--- src/rtl/sar_emu_pkg.sv ---
package sar_emu_pkg;
   typedef enum logic [1:0] {
      PORT_IDLE = 2'd0,
      PORT_CONV = 2'd1,
      PORT_READ = 2'd2
   } port_state_t;

   function automatic int unsigned cycles_for(input int unsigned t_ns, input int unsigned clk_ns);
      return (t_ns + clk_ns - 1) / clk_ns;
   endfunction
endpackage

--- src/rtl/sar_emu_edge.sv ---
module sar_emu_edge #(
   parameter bit RISING = 1'b1
) (
   input  logic clk,
   input  logic rst_n,
   input  logic pin,
   output logic evt
);
   logic prev_q;

   always_ff @(posedge clk or negedge rst_n) begin
      if (!rst_n) prev_q <= 1'b0;
      else        prev_q <= pin;
   end

   generate
      if (RISING) begin : g_rise
         assign evt = pin & ~prev_q;
      end else begin : g_fall
         assign evt = ~pin & prev_q;
      end
   endgenerate
endmodule

--- src/rtl/sar_emu_timer.sv ---
module sar_emu_timer #(
   parameter int unsigned CONV_CYCLES = 70
) (
   input  logic clk,
   input  logic rst_n,
   input  logic start,
   output logic running,
   output logic done
);
   localparam int unsigned CNT_W = (CONV_CYCLES > 1) ? $clog2(CONV_CYCLES) : 1;
   localparam logic [CNT_W-1:0] LOAD_VAL = CNT_W'(CONV_CYCLES - 1);

   logic [CNT_W-1:0] cnt_q;
   logic             run_q;

   assign running = run_q;
   assign done    = run_q && (cnt_q == '0);

   always_ff @(posedge clk or negedge rst_n) begin
      if (!rst_n) begin
         run_q <= 1'b0;
         cnt_q <= '0;
      end else if (!run_q) begin
         if (start) begin
            run_q <= 1'b1;
            cnt_q <= LOAD_VAL;
         end
      end else if (cnt_q == '0) begin
         run_q <= 1'b0;
      end else begin
         cnt_q <= cnt_q - 1'b1;
      end
   end
endmodule

--- src/rtl/sar_emu_shifter.sv ---
module sar_emu_shifter #(
   parameter int unsigned DATA_W   = 16,
   parameter bit          BUSY_IND = 1'b0
) (
   input  logic              clk,
   input  logic              rst_n,
   input  logic              load,
   input  logic [DATA_W-1:0] load_val,
   input  logic              load_marker,
   input  logic              shift_en,
   input  logic              shift_in,
   output logic              bit_out,
   output logic              last_shift
);
   localparam int unsigned CW = $clog2(DATA_W + 1);
   localparam logic [CW-1:0] LAST_IDX = CW'(DATA_W - 1);
   localparam logic [CW-1:0] SAT_IDX  = CW'(DATA_W);

   logic [DATA_W-1:0] word_q;
   logic [CW-1:0]     done_q;
   logic              marker;
   logic              data_step;

   generate
      if (BUSY_IND) begin : g_marker
         logic marker_q;
         always_ff @(posedge clk or negedge rst_n) begin
            if (!rst_n)        marker_q <= 1'b0;
            else if (load)     marker_q <= load_marker;
            else if (shift_en) marker_q <= 1'b0;
         end
         assign marker = marker_q;
      end else begin : g_no_marker
         logic unused_marker;
         assign unused_marker = load_marker;
         assign marker = 1'b0;
      end
   endgenerate

   assign data_step  = shift_en & ~marker;
   assign last_shift = data_step && (done_q == LAST_IDX);
   assign bit_out    = marker | word_q[DATA_W-1];

   always_ff @(posedge clk or negedge rst_n) begin
      if (!rst_n) begin
         word_q <= '0;
         done_q <= '0;
      end else if (load) begin
         word_q <= load_val;
         done_q <= '0;
      end else if (data_step) begin
         word_q <= {word_q[DATA_W-2:0], shift_in};
         if (done_q != SAT_IDX) done_q <= done_q + 1'b1;
      end
   end
endmodule

--- src/rtl/sar_port_emulator.sv ---
module sar_port_emulator
   import sar_emu_pkg::*;
#(
   parameter int unsigned DATA_W   = 16,
   parameter int unsigned CLK_NS   = 10,
   parameter int unsigned CONV_NS  = 700,
   parameter bit          BUSY_IND = 1'b0,
   parameter bit          CHAIN_EN = 1'b1
) (
   input  logic              clk,
   input  logic              rst_n,
   input  logic              cnv,
   input  logic              sck,
   input  logic              sdi,
   input  logic [DATA_W-1:0] sample_value,
   output logic              sdo,
   output logic              sdo_oe,
   output logic              busy
);
   localparam int unsigned CONV_CYCLES = cycles_for(CONV_NS, CLK_NS);

   generate
      if (DATA_W < 2) begin : g_bad_width
         $error("DATA_W must be at least 2");
      end
      if (CLK_NS == 0) begin : g_bad_clk
         $error("CLK_NS must be non-zero");
      end
      if (CONV_NS < 500 || CONV_NS > 1600) begin : g_bad_conv
         $error("CONV_NS must lie in 500..1600");
      end
   endgenerate

   port_state_t       state_q;
   logic [DATA_W-1:0] sample_q;
   logic              chain_q;
   logic              cnv_rise, sck_fall, sdi_rise;
   logic              tmr_run, tmr_done, start;
   logic              shift_en, last_shift, shift_bit;

   sar_emu_edge #(.RISING(1'b1)) u_cnv_edge (.clk(clk), .rst_n(rst_n), .pin(cnv), .evt(cnv_rise));
   sar_emu_edge #(.RISING(1'b0)) u_sck_edge (.clk(clk), .rst_n(rst_n), .pin(sck), .evt(sck_fall));
   sar_emu_edge #(.RISING(1'b1)) u_sdi_edge (.clk(clk), .rst_n(rst_n), .pin(sdi), .evt(sdi_rise));

   assign start = cnv_rise & ~tmr_run;

   sar_emu_timer #(.CONV_CYCLES(CONV_CYCLES)) u_timer (
      .clk(clk), .rst_n(rst_n), .start(start), .running(tmr_run), .done(tmr_done)
   );

   generate
      if (CHAIN_EN) begin : g_chain
         logic mode_q;
         always_ff @(posedge clk or negedge rst_n) begin
            if (!rst_n)     mode_q <= 1'b0;
            else if (start) mode_q <= ~sdi;
         end
         assign chain_q = mode_q;
      end else begin : g_cs_only
         assign chain_q = 1'b0;
      end
   endgenerate

   always_ff @(posedge clk or negedge rst_n) begin
      if (!rst_n)     sample_q <= '0;
      else if (start) sample_q <= sample_value;
   end

   assign shift_en = (state_q == PORT_READ) & sck_fall & ~cnv;

   sar_emu_shifter #(.DATA_W(DATA_W), .BUSY_IND(BUSY_IND)) u_shift (
      .clk(clk), .rst_n(rst_n),
      .load(tmr_done), .load_val(sample_q), .load_marker(~chain_q),
      .shift_en(shift_en), .shift_in(sdi & chain_q),
      .bit_out(shift_bit), .last_shift(last_shift)
   );

   always_ff @(posedge clk or negedge rst_n) begin
      if (!rst_n) begin
         state_q <= PORT_IDLE;
      end else if (start) begin
         state_q <= PORT_CONV;
      end else begin
         unique case (state_q)
            PORT_CONV: if (tmr_done) state_q <= PORT_READ;
            PORT_READ: if (!chain_q && (last_shift || sdi_rise)) state_q <= PORT_IDLE;
            default:   state_q <= state_q;
         endcase
      end
   end

   assign busy = (state_q == PORT_CONV);

   generate
      if (BUSY_IND) begin : g_busy_line
         assign sdo_oe = ~cnv & ((state_q == PORT_READ) | (busy & ~chain_q));
         assign sdo    = busy ? 1'b0 : shift_bit;
      end else begin : g_plain_line
         assign sdo_oe = ~cnv & (state_q == PORT_READ);
         assign sdo    = shift_bit;
      end
   endgenerate
endmodule

--- config.mk ---
export PLATFORM = sky130hd
export DESIGN_NAME = sar_port_emulator
export DESIGN_NICKNAME = d
export VERILOG_FILES = /design/src/rtl/sar_emu_pkg.sv /design/src/rtl/sar_emu_edge.sv /design/src/rtl/sar_emu_timer.sv /design/src/rtl/sar_emu_shifter.sv /design/src/rtl/sar_port_emulator.sv
export SDC_FILE = /design/constraint.sdc
export NUM_CORES = 1
export LEC_CHECK = 0
export BUFFER_PORTS_ARGS = -buffer_cell sky130_fd_sc_hd__clkbuf_2
export CAP_MARGIN = 10
export CELL_PAD_IN_SITES_DETAIL_PLACEMENT = 0
export CELL_PAD_IN_SITES_GLOBAL_PLACEMENT = 1
export CORE_ASPECT_RATIO = 1.1
export CORE_UTILIZATION = 41
export DETAILED_ROUTE_END_ITERATION = 10
export GPL_TIMING_DRIVEN = 0
export PLACE_DENSITY = 0.71
export SLEW_MARGIN = 10
export SYNTH_ARGS = -nofsm -noshare
export SYNTH_HDL_FRONTEND = slang
export SYNTH_SLANG_ARGS = --single-unit
--- constraint.sdc ---
create_clock -name clk -period 1.6 [get_ports clk]
set_input_delay 0.32 -clock clk [delete_from_list [all_inputs] [get_ports clk]]
set_output_delay 0.32 -clock clk [all_outputs]
set_load 0.05 [all_outputs]
==> run_results.csv, run 1 <==
group,metric,value,unit
setup_path,crit_required,1.78,ns
layout,fin_cells,326,
pwr,switchingPower,1.625,mW
grt,antenna_found_initial,0,
pwr,internal_power,3.033,mW
die,dieHeight,79.67,µm
route,via_per_inst,5.123,
grt,grt_pass1_vias,1638,
placed_design,dpl.hpwl,2907,µm
yosys,synth_top_cell_area_share,56.76,%
yosys,netlist_area,0.002248,mm²
status,failed_checks,"setup timing",
pwr,power.share.clock,15.6,%
yosys,yosys_register_bits,51,
sta,fmax,573.8,MHz
sta,hold_viol,0,
pwr,power_density,1640,mW/mm²
clock_tree,cts_buffer_depth,2,
placed_design,place_ws,-0.2580,ns
setup_path,r2r-start,"u_timer.cnt_q[4]",
sta,fin_skew,0.01020,ns
sta,worstMarginPinSlew,0.6948,ns
setup_path,setup.worst_path.end,"u_shift.word_q[0]",
pwr,vdd_ir_drop_max,1185,µV
layout,num-nets-final,278,
flow_run,cap_viol_max_count,0,
route,routedWlPerCell,13.80,µm
yosys,yosysWarnings,0,
sta,fin_crit,1.743,ns
setup_path,slowest_delay,0.53,ns
die,rows,27,
route,drc,0,
pwr,p_leak,1.250,nW
yosys,synth_area_leaders,"dfrtp_1 (57%), mux2_2 (8.5%), a21oi_1 (6.9%)",
setup_path,startpoint,"u_timer.cnt_q[4]",
route,route.met3.wl,159,µm
clock_tree,clkLatencyLatePin,0.30,ns
grt,track_usage,17.68,%
placed_design,dp_cells,305,
layout,area_delta_synth_final,26.32,%
route,routed_wirelength,4499,µm
sta,period_share,108.9,%
setup_path,rr_worst_depth,5,
worst_hold_path,hp-class,"input pin to async pin",
sta,rsz0062_at_grt,"true",
route,met2RoutedLength,2148,µm
sta,fin_ws,-0.1429,ns
die,dieArea,0.005784,mm²
clock_tree,clock_sinks,51,
pwr,switching_share,34.89,%
clock_tree,cts_buffers,5,
layout,diodes,0,
pwr,p_total,4.658,mW
layout,final_util,55.31,%
clock_tree,clk_pin_slew_worst_paths,0.09,ns
setup_path,r2r_end,"u_shift.word_q[0]",
route,ant_nets,0,
grt,grt_pass1_wl,7783,µm
sta,drv_slew,0,
setup_path,critical_path_class,"flop to flop",
layout,drive_above_1_share,41.34,%
yosys,synth-seq-area-share,56.76,%
route,dr.pass1.iters,4,
setup_path,startpoint_type,"flop",
yosys,synth_ff_type,"dfrtp_1",
clock_tree,cts_root_buffer,"clkbuf_8",
die,core-area,0.005135,mm²
route,num_vias,1670,
clock_tree,cts_tree,"built",
clock_tree,h-tree-depth,2,
yosys,synth_nets,235,
placed_design,io_buffers,23,
route,drt_iter0_markers,86,
yosys,postSynth.asyncResetShare,100.0,%
die,initial_core_util,43.79,%
yosys,syn_inst,210,
sta,relSlewSlack,53.68,%
placed_design,place_congestion,0.7194,
pwr,p_comb_share,36.2,%
setup_path,critPathMaxFanout,10,
setup_path,cp_slowest_cell,"or4_4",
clock_tree,ctsHoldBuffers,0,
yosys,ys_types,38,
sta,finalSetupViolCount,21,
die,die_w,72.61,µm
die,io_pins,24,
pwr,seq_power_share,48.1,%
grt,grt_max_degree,52,
setup_path,cp_cell_sequence,"or3_4 -> or4_4 -> buf_8 -> nor2_2 -> a21oi_1",
route,top_layer_used,"met4",
yosys,yosysTopAreaCell,"dfrtp_1",
route,wl_met1,2130,µm
yosys,syn_avg_cell_area,10.71,µm²
yosys,synth_edf_count,0,
grt,grt-ovfl-total,0,
setup_path,critPathArrivalTime,1.92,ns
setup_path,rrSetupSlack,-0.14,ns
setup_path,endpoint_kind,"flop",
status,status,"finished with violations",
through the flow:
step           cell area, µm²  hold WS [ns]  TNS (ns)
2_1_floorplan            2265       0.02441    -1.903
3_3_place_gp             2470        0.4518    -5.916
3_5_place_dp             2472        0.4425    -6.018
4_1_cts                  2690        0.1054    -2.662
5_1_grt                  2840        0.1187    -4.349
6_report                 2840       0.07011    -2.600
cell usage in the layout, fill, tap and decap left out, types with 3 or more instances in the layout:
cell      Yosys  final
a21oi_1      31     30
a31oi_1       4      4
buf_4         2     15
clkbuf_2      0     21
clkbuf_4      0      3
clkbuf_8      0      5
dfrtp_1      51     49
ha_1          4      3
inv_1         9      5
inv_2         0      3
mux2_2       17     16
nand2_1      21     21
nor2_1       21      7
nor2_2        1     14
nor3_1        4      3
o21ai_0       7      7
routing by layer:
metal / global-route usage, % / vias up
met3: 4.167 / 6
met5: 0 / -
met1: 24.16 / 822
met2: 27.57 / 25
li1: - / 817
met4: 5.882 / 0
area by class of cell:
type	instances	area [µm²]
Buffer	8	67.56
Clock buffer	6	72.57
Sequential cell	51	1279
Inverter	9	37.54
Timing Repair Buffer	37	249.0
Multi-Input combinational cell	141	1032
Clock inverter	2	12.51
Fill cell	491	2295
Tap cell	72	90.09
synthesized netlist by cell type (3+ instances only):
library cell / n
dfrtp_1: 51
a21oi_1: 31
nand2_1: 21
nor2_1: 21
mux2_2: 17
inv_1: 9
o21ai_0: 7
a31oi_1: 4
ha_1: 4
nor3_1: 4
buf_2: 3
clkbuf_1: 3
o31ai_1: 3
registers in the layout, summed over array words and instances, names as in the netlist:
register	flops
u_shift.word_q	16
u_shift.done_q	5
u_sck_edge.prev_q	1
u_sdi_edge.prev_q	1
u_timer.running	1
u_timer.cnt_q	7
chain_q	1
sample_q	16
u_cnv_edge.prev_q	1
state_q	2
power groups by stage:
stage	logic, mW	clock network, mW	registers (mW)
after floorplan	1.01	0	2.18
after global placement	1.26	0	2.23
after detailed placement	1.29	0	2.24
after CTS	1.50	0.760	2.22
after global routing	1.91	0.800	2.33
final	1.69	0.728	2.24
cells by family after synthesis:
kind of cell | count (synthesis) | share of synthesized area (%)
compound gates | 53 | 13.52
fa+ha+maj | 4 | 2.226
mux | 18 | 8.959
flops | 51 | 56.76
simple gates | 64 | 13.91
xor+xnor | 2 | 0.7792
buf+inv | 18 | 3.839
critical path: cells and delay by family, from the launching register on:
| kind | cells | cell delay, ns |
|---|---|---|
| AO/OA/AOI/OAI | 1 | 0.04 |
| flip-flops | 1 | 0.40 |
| AND/OR/NAND/NOR | 3 | 1.00 |
| buffers and inverters | 1 | 0.18 |
worst min-delay path by stage:
stage	start	endpoint	slack, ns	depth (start not counted)
global route	rst_n	u_shift.done_q[2]	0.12	1
floorplan	rst_n	chain_q	0.02	0
global placement	sck	u_sck_edge.prev_q	0.45	1
finish	rst_n	u_sck_edge.prev_q	0.07	1
CTS	rst_n	sample_q[8]	0.11	1
detailed placement	rst_n	u_sck_edge.prev_q	0.44	1
what timing repair did:
item                                    CTS  global route
endpoints found under the setup margin   45            44
resized for setup                        21            29
setup buffers                             8             6
pin swaps                                 3             6
Note: power is estimated with default switching activity, not from simulation.
==> inputs of run 2 (changes only) <==
--- a/config.mk
+++ b/config.mk
@@ -10,10 +10,12 @@
 export CELL_PAD_IN_SITES_DETAIL_PLACEMENT = 0
 export CELL_PAD_IN_SITES_GLOBAL_PLACEMENT = 1
 export CORE_ASPECT_RATIO = 1.1
+export CORE_MARGIN = 1.5
 export CORE_UTILIZATION = 41
 export DETAILED_ROUTE_END_ITERATION = 10
 export GPL_TIMING_DRIVEN = 0
 export PLACE_DENSITY = 0.71
+export SKIP_LAST_GASP = 1
 export SLEW_MARGIN = 10
 export SYNTH_ARGS = -nofsm -noshare
 export SYNTH_HDL_FRONTEND = slang
==> run 2 against run 1 <==
Global-route usage rose by 0.61 points. Fmax rose by 0.40%. Critical path depth rose by 1. Sequential power rose by 2%. Non-clock buffer count rose by 9. Register-to-register slack barely moved. Clock-buffer cell count did not move. Largest cell class unchanged. Clock skew fell by 0.00070 ns. The run still ends with setup timing left. Wire length rose by 13%. Highest routed layer unchanged. Flip-flop and latch count did not move. Via count rose by 2.6%. Core utilization rose by 2.2 points.
==> run_results.csv, run 2 (same netlist as run 1, synthesis figures left out) <==
group,metric,value,unit
layout,multi_input_area,0.001089,mm²
die,io_pins,24,
pwr,power_density,1699,mW/mm²
sta,fin_crit,1.736,ns
status,failed_checks,"setup timing",
setup_path,startpoint_type,"flop",
setup_path,r2r-start,"u_timer.cnt_q[5]",
layout,final_util,57.47,%
sta,worstMarginPinSlew,0.7167,ns
setup_path,critPathMaxFanout,5,
clock_tree,clk_pin_slew_worst_paths,0.09,ns
sta,finalSetupViolCount,24,
pwr,internal_power,3.429,mW
grt,grt-ovfl-total,0,
route,dr.pass1.iters,4,
setup_path,rrSetupSlack,-0.14,ns
setup_path,crit_required,1.79,ns
die,rows,28,
die,die_w,73.61,µm
sta,drv_slew,0,
pwr,switching_share,34.05,%
pwr,p_total,5.199,mW
placed_design,dp_cells,308,
sta,fmax,576.1,MHz
worst_hold_path,hp-class,"input pin to async pin",
grt,track_usage,18.28,%
pwr,vdd_ir_drop_max,1092,µV
layout,regArea,0.001277,mm²
die,dieArea,0.005938,mm²
clock_tree,cts_buffer_depth,2,
setup_path,r2r_end,"u_timer.cnt_q[4]",
sta,fin_skew,0.009501,ns
placed_design,place_congestion,0.7089,
layout,area_delta_synth_final,36.12,%
route,routedWlPerCell,15.03,µm
setup_path,crit_top_cell,"buf_4",
grt,grt_max_degree,52,
die,dieHeight,80.67,µm
clock_tree,clkLatencyLatePin,0.31,ns
layout,fill_cells,499,
setup_path,cp_slowest_cell,"or3_4",
layout,fin_cells,338,
setup_path,endpoint_kind,"flop",
die,initial_core_util,42.22,%
route,via_per_inst,5.071,
sta,period_share,108.5,%
sta,rsz0062_at_grt,"true",
setup_path,slowest_delay,0.40,ns
pwr,power.share.clock,17.9,%
sta,relSlewSlack,52.22,%
clock_tree,clock_sinks,51,
clock_tree,cts_tree,"built",
sta,hold_viol,0,
flow_run,cap_viol_max_count,0,
route,ant_nets,0,
pwr,seq_power_share,43.9,%
setup_path,cp_cell_sequence,"or3_4 -> buf_6 -> buf_4 -> o31ai_4 -> buf_4 -> o41ai_1",
layout,diodes,0,
clock_tree,cts_buffers,5,
clock_tree,cts_root_buffer,"clkbuf_8",
pwr,p_leak,1.364,nW
setup_path,critical_path_class,"flop to flop",
layout,mostFrequentLayoutCells,"dfrtp_1 (50), a21oi_1 (30), buf_4 (22), clkbuf_2 (22), nand2_1 (21)",
layout,final_common_cell,"dfrtp_1",
sta,fin_ws,-0.1359,ns
pwr,switchingPower,1.771,mW
grt,antenna_found_initial,0,
layout,drive_above_1_share,43.35,%
pwr,p_comb_share,38.2,%
status,status,"finished with violations",
die,core-area,0.005325,mm²
route,num_vias,1714,
clock_tree,h-tree-depth,2,
layout,reg_top3,"sample_q x16, u_shift.word_q x16, u_timer.cnt_q x7",
layout,num-nets-final,287,
placed_design,dpl.hpwl,2978,µm
grt,grt_pass1_wl,8135,µm
route,drc,0,
route,routed_wirelength,5079,µm
grt,grt_pass1_vias,1702,
setup_path,critPathArrivalTime,1.92,ns
placed_design,io_buffers,23,
setup_path,rr_worst_depth,6,
route,drt_iter0_markers,84,
## run 2: cell types whose count changed in the layout (fill, tap and decap cells not counted), moves of 2 or more
cell | previous run | this run
o21ai_1 | 0 | 2
o21ai_2 | 0 | 2
o21ai_0 | 7 | 3
clkbuf_4 | 3 | 1
buf_4 | 15 | 22
nor2_1 | 7 | 10
nor2_2 | 14 | 2
nor2_4 | 1 | 10
## run 2: how the worst max path moves through the flow
stage	slack (ns)	endpoint	cells past startpoint	startpoint
final	-0.14	u_timer.cnt_q[4]	6	u_timer.cnt_q[5]
after CTS	-0.16	sdo_oe	3	state_q[1]
after global placement	-0.25	u_timer.cnt_q[3]	7	u_timer.cnt_q[0]
after detailed placement	-0.24	u_timer.cnt_q[0]	5	u_timer.cnt_q[4]
after global routing	-0.23	u_shift.word_q[6]	9	u_timer.cnt_q[1]
after floorplan	-0.11	u_shift.word_q[15]	5	u_timer.cnt_q[4]
## run 2: per-layer routing
metal / vias up / part of all wire, % / track usage (%)
met2: 22 / 50 / 29.46
met1: 847 / 46 / 24.36
met3: 7 / 2.7 / 4.141
li1: 838 / - / -
met4: 0 / 1.2 / 5.556
met5: - / 0 / 0
## run 2: power by group through the flow
stage / Sequential, mW / Clock, mW / Combinational [mW]
floorplan: 2.18 / 0 / 1.01
global placement: 2.23 / 0 / 1.27
detailed placement: 2.25 / 0 / 1.30
CTS: 2.25 / 0.958 / 1.76
global route: 2.35 / 1.01 / 2.19
finish: 2.28 / 0.932 / 1.99
## run 2: cell type report
cell class / instances / share of cell area [%]
flip-flops and latches: 51 / 41.74
multi-input cells: 141 / 35.57
repair buffers: 46 / 12.14
well taps: 75 / 3.066
clock buffers: 6 / 2.698
plain buffers: 8 / 2.412
inverters: 9 / 1.226
clock inverters: 2 / 1.145
## run 2: critical path: cells and delay by family, from the launching register on
kind	cells	cell delay (ns)
AND/OR/NAND/NOR	1	0.40
buffers and inverters	3	0.44
flip-flops	1	0.38
AO/OA/AOI/OAI	2	0.40
## run 2: stage by stage
step / instance area (µm²) / hold slack, ns / setup WS (ns) / setup TNS (ns)
floorplan: 2265 / 0.02441 / -0.1138 / -1.903
global placement: 2474 / 0.4521 / -0.2477 / -6.354
detailed placement: 2476 / 0.4487 / -0.2364 / -6.161
CTS: 2905 / 0.1129 / -0.1559 / -2.342
global route: 3060 / 0.1387 / -0.2259 / -4.279
finish: 3060 / 0.06240 / -0.1359 / -2.382
## run 2: what timing repair did
item / CTS / global route
resized for setup: 37 / 26
hold buffers: 0 / 0
endpoints found under the setup margin: 45 / 45
setup buffers: 14 / 7
pin swaps: 6 / 7
cloned: 2 / 0
